## config.mk

```make
export PLATFORM = sky130hd
export DESIGN_NAME = cfg_store_guard
export DESIGN_NICKNAME = d
export VERILOG_FILES = /design/src/rtl/cfg_store_guard.sv
export SDC_FILE = /design/constraint.sdc
export NUM_CORES = 1
export LEC_CHECK = 0
export ABC_AREA = 1
export ABC_CLOCK_PERIOD_IN_PS = 12100
export BUFFER_PORTS_ARGS = -buffer_cell sky130_fd_sc_hd__buf_2
export CAP_MARGIN = 10
export CORE_MARGIN = 3
export CORE_UTILIZATION = 67
export CTS_CLUSTER_DIAMETER = 40
export DETAILED_ROUTE_END_ITERATION = 8
export GPL_TIMING_DRIVEN = 0
export PLACE_DENSITY_LB_ADDON = 0.08
export SLEW_MARGIN = 20
export SYNTH_ARGS = -nofsm -noshare
export SYNTH_HDL_FRONTEND = slang
export SYNTH_SLANG_ARGS = --single-unit
```

## constraint.sdc

```tcl
create_clock -name clk -period 12.1 [get_ports clk]
set_input_delay 1.21 -clock clk [delete_from_list [all_inputs] [get_ports clk]]
set_output_delay 1.21 -clock clk [all_outputs]
set_load 0.005 [all_outputs]
```

## src/rtl/cfg_store_guard.sv

```systemverilog
module cfg_store_guard #(
  parameter int DATA_W       = 64,
  parameter int ARR_WORDS    = 8,
  parameter int ADDR_W       = 4,
  parameter int ERASE_CYCLES = 20
) (
  input  logic              clk,
  input  logic              rst_n,
  input  logic              start,
  input  logic [2:0]        op,
  input  logic [ADDR_W-1:0] addr,
  input  logic [DATA_W-1:0] wdata,
  output logic              busy,
  output logic              done,
  output logic              err,
  output logic [DATA_W-1:0] rdata
);
  localparam int NWORDS = ARR_WORDS + 2;
  localparam int CW     = $clog2(ERASE_CYCLES + 1);
  localparam logic [2:0] OP_WIPE = 3'd0, OP_WR = 3'd1, OP_RD = 3'd2,
                         OP_LOCK = 3'd3, OP_WRLOCK = 3'd4;

  logic [DATA_W-1:0] mem [NWORDS];
  logic [CW-1:0]     cnt;
  logic              secure;

  wire addr_ok = addr < ADDR_W'(NWORDS);
  wire go      = start && !busy;

  always_ff @(posedge clk) begin
    if (!rst_n) begin
      busy   <= 1'b0;
      done   <= 1'b0;
      err    <= 1'b0;
      rdata  <= '0;
      secure <= 1'b0;
      cnt    <= '0;
      for (int i = 0; i < NWORDS; i++) mem[i] <= (i < ARR_WORDS) ? '1 : '0;
    end else begin
      done <= 1'b0;
      err  <= 1'b0;
      if (busy) begin
        if (cnt == '0) begin
          busy   <= 1'b0;
          done   <= 1'b1;
          rdata  <= '0;
          secure <= 1'b0;
          for (int i = 0; i < NWORDS; i++) mem[i] <= (i < ARR_WORDS) ? '1 : '0;
        end else begin
          cnt <= cnt - 1'b1;
        end
      end else if (start) begin
        done  <= 1'b1;
        rdata <= '0;
        case (op)
          OP_WIPE: begin
            busy <= 1'b1;
            done <= 1'b0;
            cnt  <= CW'(ERASE_CYCLES - 1);
          end
          OP_WR, OP_WRLOCK: begin
            if (secure || !addr_ok) err <= 1'b1;
            else begin
              mem[addr] <= wdata;
              if (op == OP_WRLOCK) secure <= 1'b1;
            end
          end
          OP_RD: begin
            if (secure || !addr_ok) err <= 1'b1;
            else rdata <= mem[addr];
          end
          OP_LOCK: secure <= 1'b1;
          default: err <= 1'b1;
        endcase
      end
    end
  end

  a_r10_err_with_done: assert property (@(posedge clk) disable iff (!rst_n)
    err |-> done);
  a_r10_quiet_while_busy: assert property (@(posedge clk) disable iff (!rst_n)
    busy |-> !done);
  a_r3_done_at_wipe_end: assert property (@(posedge clk) disable iff (!rst_n)
    $fell(busy) |-> (done && !err));
  a_r2_single_cycle_reply: assert property (@(posedge clk) disable iff (!rst_n)
    (go && op != OP_WIPE) |=> (done && !busy));
  a_r4_locked_read_blank: assert property (@(posedge clk) disable iff (!rst_n)
    (go && op == OP_RD && secure) |=> (err && rdata == '0));
  a_r8_busy_holds: assert property (@(posedge clk) disable iff (!rst_n)
    (busy && cnt != '0) |=> busy);
endmodule

```

After elaboration in Yosys (flattened, before gate mapping)

Memories as Yosys holds them, arrays and structs flattened.
Cells that the tools add are included.

Input port bits: 74
Output and inout bits: 67
Memories: 1
Bits in registers: 73
RAM bits: 640
Word-level logic and storage cells: 92

Muxes and demuxes: 48
Add/subtract/negate cells: 1
Bitwise operators: 12
Eq/ne operators: 8
$lt $le $gt $ge: 1
Reduce and logical (&&, ||, !) cells: 15

Memory list:

| name | depth | width | read ports | clocked after memory_dff | write ports | line | source |
|---|---|---|---|---|---|---|---|
| mem  | 10    | 64    | 1          | 0                        | 10          | 23   | `logic [DATA_W-1:0] mem [NWORDS];` |

Operator list:

| cell                | count |
|---|---|
| $mux 64             | 16 |
| $reduce_or 64->1    | 1 |
| $mux 1              | 25 |
| $mux 5              | 4 |
| $or 1x1->1          | 10 |
| $eq 3x2->1 const B  | 2 |
| $ne 3x3->1 const B  | 2 |
| $reduce_or 3->1     | 2 |
| $logic_not 5->1     | 1 |
| $reduce_and 5->1    | 1 |
| $sub 5x1->5 const B | 1 |
| $lt 4x4->1 const B  | 1 |
| $mux 4              | 1 |
| $pmux 1 s2          | 2 |
| $reduce_bool 2->1   | 2 |
| $reduce_or 2->1     | 2 |
| $eq 3x1->1 const B  | 1 |
| $eq 3x3->1 const B  | 1 |
| $logic_not 3->1     | 1 |
| $reduce_and 3->1    | 1 |
| $reduce_bool 3->1   | 1 |
| $ne 2x1->1 const B  | 1 |
| $ne 2x2->1 const B  | 1 |
| $not 1->1           | 2 |
| 3 further kinds     | 3 |

Longest topological paths before layout

Gate-level depths: netlist of run 1.

Depth after elaboration: 11
Depth in mapped cells: 11
Depth with buffers taken out: 9

Worst setup path after synthesis of run 1

No wires, ideal clock.

Path type: input-to-reg
From: input port addr[1]
To: memory mem[7][0], enable pin
Cell stages on the path: 7
Setup time: 0.574 ns
Arrival time: 6.651 ns
Path buffers: 3
Setup slack: 4.875 ns
Cells stage by stage: buf_2 > clkbuf_1 > nand2_1 > inv_1 > clkbuf_1 > nand2_1 > o21ai_0

RTL lines:

| element     | line | source |
|---|---|---|
| from (decl) | 11   | `input logic [ADDR_W-1:0] addr,` |
| to (decl)   | 23   |  |

==> results of run 1 <==
[cells by family (layout without fill, tap and decap cells)]
| logic type | after synthesis | in the layout | synth area share (%) |
|---|---|---|---|
| AOI/OAI and AO/OA | 153 | 153 | 1.60 |
| xor gates and xnor gates | 2 | 2 | 0.0355 |
| and+or+nand+nor | 3442 | 3442 | 28.9 |
| DFF | 1097 | 1097 | 65.2 |
| buffers and inverters | 481 | 898 | 4.20 |
| adders and majority gates | 2 | 2 | 0.0507 |
| other | 1 | 388 | 0.00760 |
[cells in the mapped netlist, drive strengths merged (2+ instances only)]
| library cell | n |
|---|---|
| nand2 | 2778 |
| edfxtp | 1024 |
| nand4 | 513 |
| clkbuf | 205 |
| buf | 193 |
| nor2 | 139 |
| o21ai | 78 |
| dfxtp | 73 |
| a21oi | 71 |
| clkinv | 64 |
| inv | 19 |
| nand3 | 8 |
| nor3 | 4 |
| ha | 2 |
| o211ai | 2 |
| xor2 | 2 |
[sequential cells by signal, indices dropped and copies added, names as in the netlist]
signal,flops
busy,1
cnt,5
done,1
err,1
mem,1024
rdata,64
secure,1
[worst paths after layout]
check	start	to	slack, ns	depth (start not counted)
min reg2reg	rdata[0]	rdata[0]	0.46	2
max reg2reg	busy	mem[8][25]	8.86	10
max	addr[1]	mem[3][20]	8.23	8
min	rdata[0]	rdata[0]	0.46	2
[per-stage QoR]
stage | util, % | hold WS (ns) | cells | setup slack (ns) | total power [mW]
4_1_cts | 80.6 | 0.462 | 6927 | 8.40 | 9.35
2_1_floorplan | - | 0.445 | 5561 | 4.87 | 4.85
6_report | 80.7 | 0.458 | 6932 | 8.23 | 9.40
3_5_place_dp | 73.9 | 0.453 | 6672 | 7.67 | 5.13
3_3_place_gp | 73.0 | 0.449 | 6650 | 0.667 | 5.10
5_1_grt | 80.6 | 0.475 | 6929 | 8.15 | 9.62
[per-layer routing]
| metal | GRT usage (%) | part of all wire, % | up-vias |
|---|---|---|---|
| met4 | 19.0 | 5.2 | 2 |
| met1 | 45.9 | 35 | 18900 |
| met2 | 59.8 | 47 | 2857 |
| met3 | 9.47 | 13 | 501 |
| met5 | 0.375 | 0.028 | - |
| li1 | - | - | 18500 |
[power groups by stage]
stage	clock, mW	combinational (mW)	sequential [mW]
after floorplan	0	0.446	4.41
after global placement	0	0.682	4.42
after detailed placement	0	0.733	4.40
after CTS	4.29	0.746	4.32
after global routing	4.45	0.844	4.33
final	4.30	0.778	4.32
[area by class of cell]
class / instances / area (um2) / area share [%]
Multi-Input combinational cell: 3983 / 16600 / 28.6
Clock inverter: 90 / 1080 / 1.86
Clock buffer: 165 / 3750 / 6.44
Inverter: 83 / 312 / 0.535
Buffer: 398 / 1770 / 3.03
Tap cell: 950 / 1190 / 2.04
Timing Repair Buffer: 162 / 1290 / 2.21
Sequential cell: 1097 / 32200 / 55.3
Antenna cell: 4 / 10.0 / 0.0172
[cells in the final DEF (no fill, tap or decap), types with 4 or more instances in the layout]
cell type	n
nand2_1	2775
edfxtp_1	1024
nand4_1	513
conb_1	384
buf_2	287
clkbuf_1	216
clkbuf_16	145
nor2_1	136
clkinv_1	84
dfxtp_1	73
a21oi_1	71
o21ai_0	59
buf_1	33
bufinv_16	21
buf_16	19
clkinv_2	15
inv_1	14
clkinvlp_4	12
o21ai_1	11
buf_6	10
inv_6	10
nand3_1	8
o21ai_4	8
clkinv_4	7
inv_2	5
clkbuf_8	5
diode_2	4
clkbuf_2	4
[worst register-to-register path: cells and delay by family, from the launching register on]
family | cells | cell delay, ns
simple gates | 6 | 1.53
buf+inv | 4 | 0.97
flops | 1 | 0.36
==> metrics.md, run 1 <==
| Metric | Value |
|---|---|
| NetSw | 2.26 mW |
| CP Class | primary input to register |
| Post-CTS Setup Bufs | 0 |
| Final setup viols | 0 |
| Total wire length | 143000 um |
| RSZ-0062 raised after global routing | no |
| CP arrival | 4.29 ns |
| Combinational share of power | 8.3% |
| Least-Margin Pin Slew | 1.24 ns |
| DR pass1 iterations | 6 |
| Residual DRC | 0 |
| Cells after synthesis | 5178 |
| DR vias/cell | 5.88 |
| Root buffer cell | clkbuf_16 |
| Hold Fails Final Rpt | 0 |
| PwrDens | 161 nW/um2 |
| Clk sink count | 1097 |
| Vias in the first global route | 39100 |
| Post-synth top flop | edfxtp_1 |
| CP cell instances | buf_2 > clkbuf_1 > nand2_1 > inv_1 > clkbuf_1 > nand2_1 > o21ai_4 > buf_16 |
| Tcrit/Tclk final | 32.0% |
| Placer congestion estimate | 0.913 |
| DRT iter0 DRCs | 5746 |
| Post-route cell area | 58200 um2 |
| Worst path required time | 12.52 ns |
| CP max-delay cell | clkbuf_1 |
| Internal power | 7.14 mW |
| Die height | 277 um |
| Number of flops mapped to enable cells by yosys | 1024 |
| Placed instance area | 53400 um2 |
| Horiz. Die Dim | 277 um |
| Max Root-Sink Buffers | 3 |
| Crit path capture type | register |
| Core Area | 72200 um2 |
| Static leakage | 23.7 nW |
| WP buf/inv | 5 |
| Worst Path Max Fanout | 22 |
| Top post-synthesis cells by area | edfxtp_1 (62%), nand2_1 (21%), nand4_1 (6.5%), dfxtp_1 (3.0%), clkbuf_1 (1.6%) |
| Maxcap violations | 0 |
| Worst-path clk slew | 0.06 ns |
| CP top delay family | buffers and inverters |
| Startpoint types | primary input |
| Wire per inst | 20.7 um |
| Distinct cells, synth | 29 |
| Slowest stage delay, CP | 0.94 ns |
| I/O pin cnt | 141 |
| Largest net degree at the start of global routing | 35 |
| Max-slew violations | 0 |
| Port bufs | 139 |
| Area leader, netlist | edfxtp_1 |
| Final min period | 3.87 ns |
| Slew HR | 17.5% |
| Cell Rows | 98 |
| HP Class | register to register |
| Initial core utilization | 68.4% |
| Flops & latches, synth | 1097 |
| Post-route ant nets | 0 |
| Die area | 77000 um2 |
| CTS Hold Bufs | 0 |
| Number of fill cells | 4364 |
| Layout cells sized above 1 | 9.52% |
| Fmax achieved | 258 MHz |
| Total CTS buffers | 140 |
| DP Wirelength | 95300 um |
| Overall global routing resource usage | 36.8% |
| Mean post-synth cell area | 9.53 um2 |
| Status | complete, no violations |
| Via count | 40700 |
| Async SR Flop Fraction | 0% |
| CTS resizes | 0 |
| Reg power frac | 45.9% |
| Cell Area, Synth | 49400 um2 |
| Layout area overhead | 18.0% |
| Sequential share of the synthesized area | 65.2% |
| Synth Warn # | 0 |
| Worst Skew | 0.0200 ns |
| # nets final | 5941 |
| Total congestion overflow | 0 |
| H-tree levels | 4 |
| Setup TNS Final | 0 ns |
| CTS tree | yes |
| Initial antenna violation count | 3 |
| Clock power frac | 45.8% |
| Switching share of power | 24.0% |
| Top-area cell type share of the netlist area | 62.3% |
| Worst-Skew Late Latency | 0.74 ns |
| First-pass GRT wire length | 217000 um |
| Maximum VDD drop | 0.000133 V |
No activity file was read; power rests on OpenSTA's default activity.
==> run 2, diff against run 1 <==
--- a/config.mk
+++ b/config.mk
@@ -6,11 +6,11 @@
 export NUM_CORES = 1
 export LEC_CHECK = 0
 export ABC_AREA = 1
-export ABC_CLOCK_PERIOD_IN_PS = 12100
+export ABC_CLOCK_PERIOD_IN_PS = 3400
 export BUFFER_PORTS_ARGS = -buffer_cell sky130_fd_sc_hd__buf_2
 export CAP_MARGIN = 10
 export CORE_MARGIN = 3
-export CORE_UTILIZATION = 67
+export CORE_UTILIZATION = 56
 export CTS_CLUSTER_DIAMETER = 40
 export DETAILED_ROUTE_END_ITERATION = 8
 export GPL_TIMING_DRIVEN = 0
==> constraint.sdc (replaced) <==
create_clock -name clk -period 3.4 [get_ports clk]
set_input_delay 0.34 -clock clk [delete_from_list [all_inputs] [get_ports clk]]
set_output_delay 0.34 -clock clk [all_outputs]
set_load 0.005 [all_outputs]
==> metrics.md, run 2 (synthesis results as in run 1) <==
| Metric | Value |
|---|---|
| Status | complete, no violations (unchanged) |
| I/O pin cnt | 141 (unchanged) |
| Final setup viols | 0 (unchanged) |
| NetSw | 8.17 mW (was 2.26 mW) |
| Most frequent cells in the layout | nand2_1 (2775), edfxtp_1 (1024), nand4_1 (513), conb_1 (384), buf_2 (287) (unchanged) |
| Combinational share of power | 8.3% (about the same) |
| Startpoint types | register (was primary input) |
| RSZ-0062 raised after global routing | no (unchanged) |
| Die area | 91800 um2 (was 77000 um2) |
| Fmax achieved | 317 MHz |
| CP top delay family | simple AND/OR/NAND/NOR gates (was buffers and inverters) |
| Tcrit/Tclk final | 92.8% |
| CP cell instances | inv_1 > nand3_1 > nor2_1 > nand2_2 > nor3_2 > nand2_1 > buf_4 > buf_6 > nand2_4 > buf_12 (was buf_2 > clkbuf_1 > nand2_1 > inv_1 > clkbuf_1 > nand2_1 > o21ai_4 > buf_16) |
| Worst Skew | 0.0267 ns (was 0.0200 ns) |
| DR vias/cell | 5.51 (was 5.88) |
| Crit path capture type | register (unchanged) |
| Top reg by flops | mem (unchanged) |
| Least-Margin Pin Slew | 1.16 ns (was 1.24 ns) |
| Maximum VDD drop | 0.000548 V (was 0.000133 V) |
| Max-slew violations | 0 (unchanged) |
| DP Wirelength | 99300 um (was 95300 um) |
| HP Class | primary input to register (was register to register) |
| Reg power frac | 44.8% (was 45.9%) |
| Placed instance area | 53800 um2 (was 53400 um2) |
| Total wire length | 145000 um (was 143000 um) |
| Clk sink count | 1097 (unchanged) |
| Initial core utilization | 56.7% (was 68.4%) |
| Root buffer cell | clkbuf_16 (unchanged) |
| First-pass GRT wire length | 218000 um (was 217000 um) |
| WL met3 | 14500 um (was 18500 um) |
| Post-route cell area | 59700 um2 (was 58200 um2) |
| Most common cell after layout, fill and taps aside | nand2_1 (unchanged) |
| Final cell count without fillers | 7229 (was 6932) |
| Vias in the first global route | 38200 (was 39100) |
| Hold Fails Final Rpt | 0 (unchanged) |
| # nets final | 6022 (was 5941) |
| Via count | 39900 (was 40700) |
| FF-to-FF Start | busy (unchanged) |
| Post-CTS Setup Bufs | 0 (unchanged) |
| Worst path required time | 3.80 ns (was 12.52 ns) |
| CTS resizes | 0 (unchanged) |
| Post-route ant nets | 0 (unchanged) |
| Residual DRC | 0 (unchanged) |
| FF/Latch Area | 32200 um2 (unchanged) |
| Number of flip-flops in the largest register | 1024 (unchanged) |
| Total CTS buffers | 148 (was 140) |
| Largest regs | mem: 1024 flops, rdata: 64 flops, cnt: 5 flops (unchanged) |
| Total congestion overflow | 0 (unchanged) |
| Slew HR | 22.7% (was 17.5%) |
| Worst-path clk slew | 0.05 ns (was 0.06 ns) |
| Placer congestion estimate | 0.904 (was 0.913) |
| Die height | 303 um (was 277 um) |
| Layout area overhead | 20.8% (was 18.0%) |
| Worst Setup SP | busy (was addr[1]) |
| DR pass1 iterations | 6 (unchanged) |
| CTS Hold Bufs | 69 (was 0) |
| Number of fill cells | 6914 (was 4364) |
| CP arrival | 3.56 ns (was 4.29 ns) |
| PwrDens | 575 nW/um2 (was 161 nW/um2) |
| CTS tree | yes (unchanged) |
| Total power | 34.3 mW (was 9.40 mW) |
| Static leakage | 24.2 nW (was 23.7 nW) |
| WP buf/inv | 4 (was 5) |
| Cell Rows | 108 (was 98) |
| Highest routing layer actually used | met5 (unchanged) |
| Worst hold start | op[1] (was rdata[0]) |
| Overall global routing resource usage | 31.6% (was 36.8%) |
| Setup TNS Final | 0 ns (unchanged) |
| Slowest stage delay, CP | 0.40 ns (was 0.94 ns) |
| Layout cells sized above 1 | 9.80% (was 9.52%) |
| Final min period | 3.16 ns |
| DRT iter0 DRCs | 4445 (was 5746) |
| Largest net degree at the start of global routing | 36 (was 35) |
| Max Root-Sink Buffers | 3 (unchanged) |
| Routed wl met2 | 67300 um (was 67800 um) |
| Worst Path Max Fanout | 35 (was 22) |
| Wire per inst | 20.1 um (was 20.7 um) |
| CP Class | register to register (was primary input to register) |
| CP max-delay cell | nor3_2 (was clkbuf_1) |
| Area of the multi-input gates | 16600 um2 (about the same) |
| Core Area | 87000 um2 (was 72200 um2) |
| Horiz. Die Dim | 303 um (was 277 um) |
| Switching share of power | 23.8% (was 24.0%) |
| H-tree levels | 4 (unchanged) |
| Internal power | 26.1 mW (was 7.14 mW) |
| Worst-Skew Late Latency | 0.74 ns (about the same) |
| Clock power frac | 47.0% (was 45.8%) |
| Port bufs | 139 (unchanged) |
| Inst Count DP | 6882 (was 6672) |
| Metal-1 WL | 56400 um (was 49500 um) |
| Worst hold slack | 0.0603 ns (was 0.458 ns) |
| Initial antenna violation count | 8 (was 3) |
| Maxcap violations | 0 (unchanged) |
run 2: cell types whose count changed in the layout (fill, tap and decap cells not counted), sizes merged:
cell and delta:
bufinv -1, clkinv +3, clkinvlp +4, clkbuf +17, buf +4, diode +1
inv -5, dlygate4sd3 +69
run 2: path summary, 6_finish.rpt:
path / end / slack [ns] / cells past startpoint
setup / recovery: mem[9][26] / 0.24 / 10
hold / removal: cnt[2] / 0.06 / 5
setup reg to reg: mem[9][26] / 0.24 / 10
hold reg to reg: rdata[41] / 0.46 / 2
run 2: final cells by class:
| class | count | area share, % |
|---|---|---|
| flip-flops and latches | 1097 | 54.0 |
| multi-input cells | 3983 | 27.9 |
| clock buffers | 182 | 6.92 |
| repair buffers | 235 | 3.50 |
| plain buffers | 398 | 2.96 |
| well taps | 1155 | 2.42 |
| clock inverters | 91 | 1.75 |
| inverters | 83 | 0.522 |
| diodes | 5 | 0.0210 |
run 2: per-layer routing:
| metal | vias to the layer above | global-route usage (%) |
|---|---|---|
| met5 | - | 0 |
| met4 | 4 | 15.1 |
| met3 | 373 | 7.03 |
| met2 | 2071 | 50.7 |
| met1 | 18700 | 41.2 |
| li1 | 18700 | - |
run 2: stage by stage:
step                      setup WS, ns  util [%]
final                            0.245      68.5
after detailed placement        -0.260      61.8
after global placement           -2.81      60.9
after CTS                        0.298      68.5
after global routing            0.0885      68.5
after floorplan                 0.0208         -
run 2: power groups by stage:
stage               clock network, mW  logic (mW)  registers, mW
CTS                              16.1        2.77           15.4
global placement                    0        2.51           15.7
finish                           16.1        2.83           15.4
detailed placement                  0        2.68           15.6
global route                     16.7        3.11           15.4
floorplan                           0        1.60           15.6
run 2: worst min-delay path, cell delays in order:
cell and delay (ns):
buf_2 0.11, nor2_1 0.07, nand2_1 0.08, o211ai_1 0.08, nor2_1 0.08
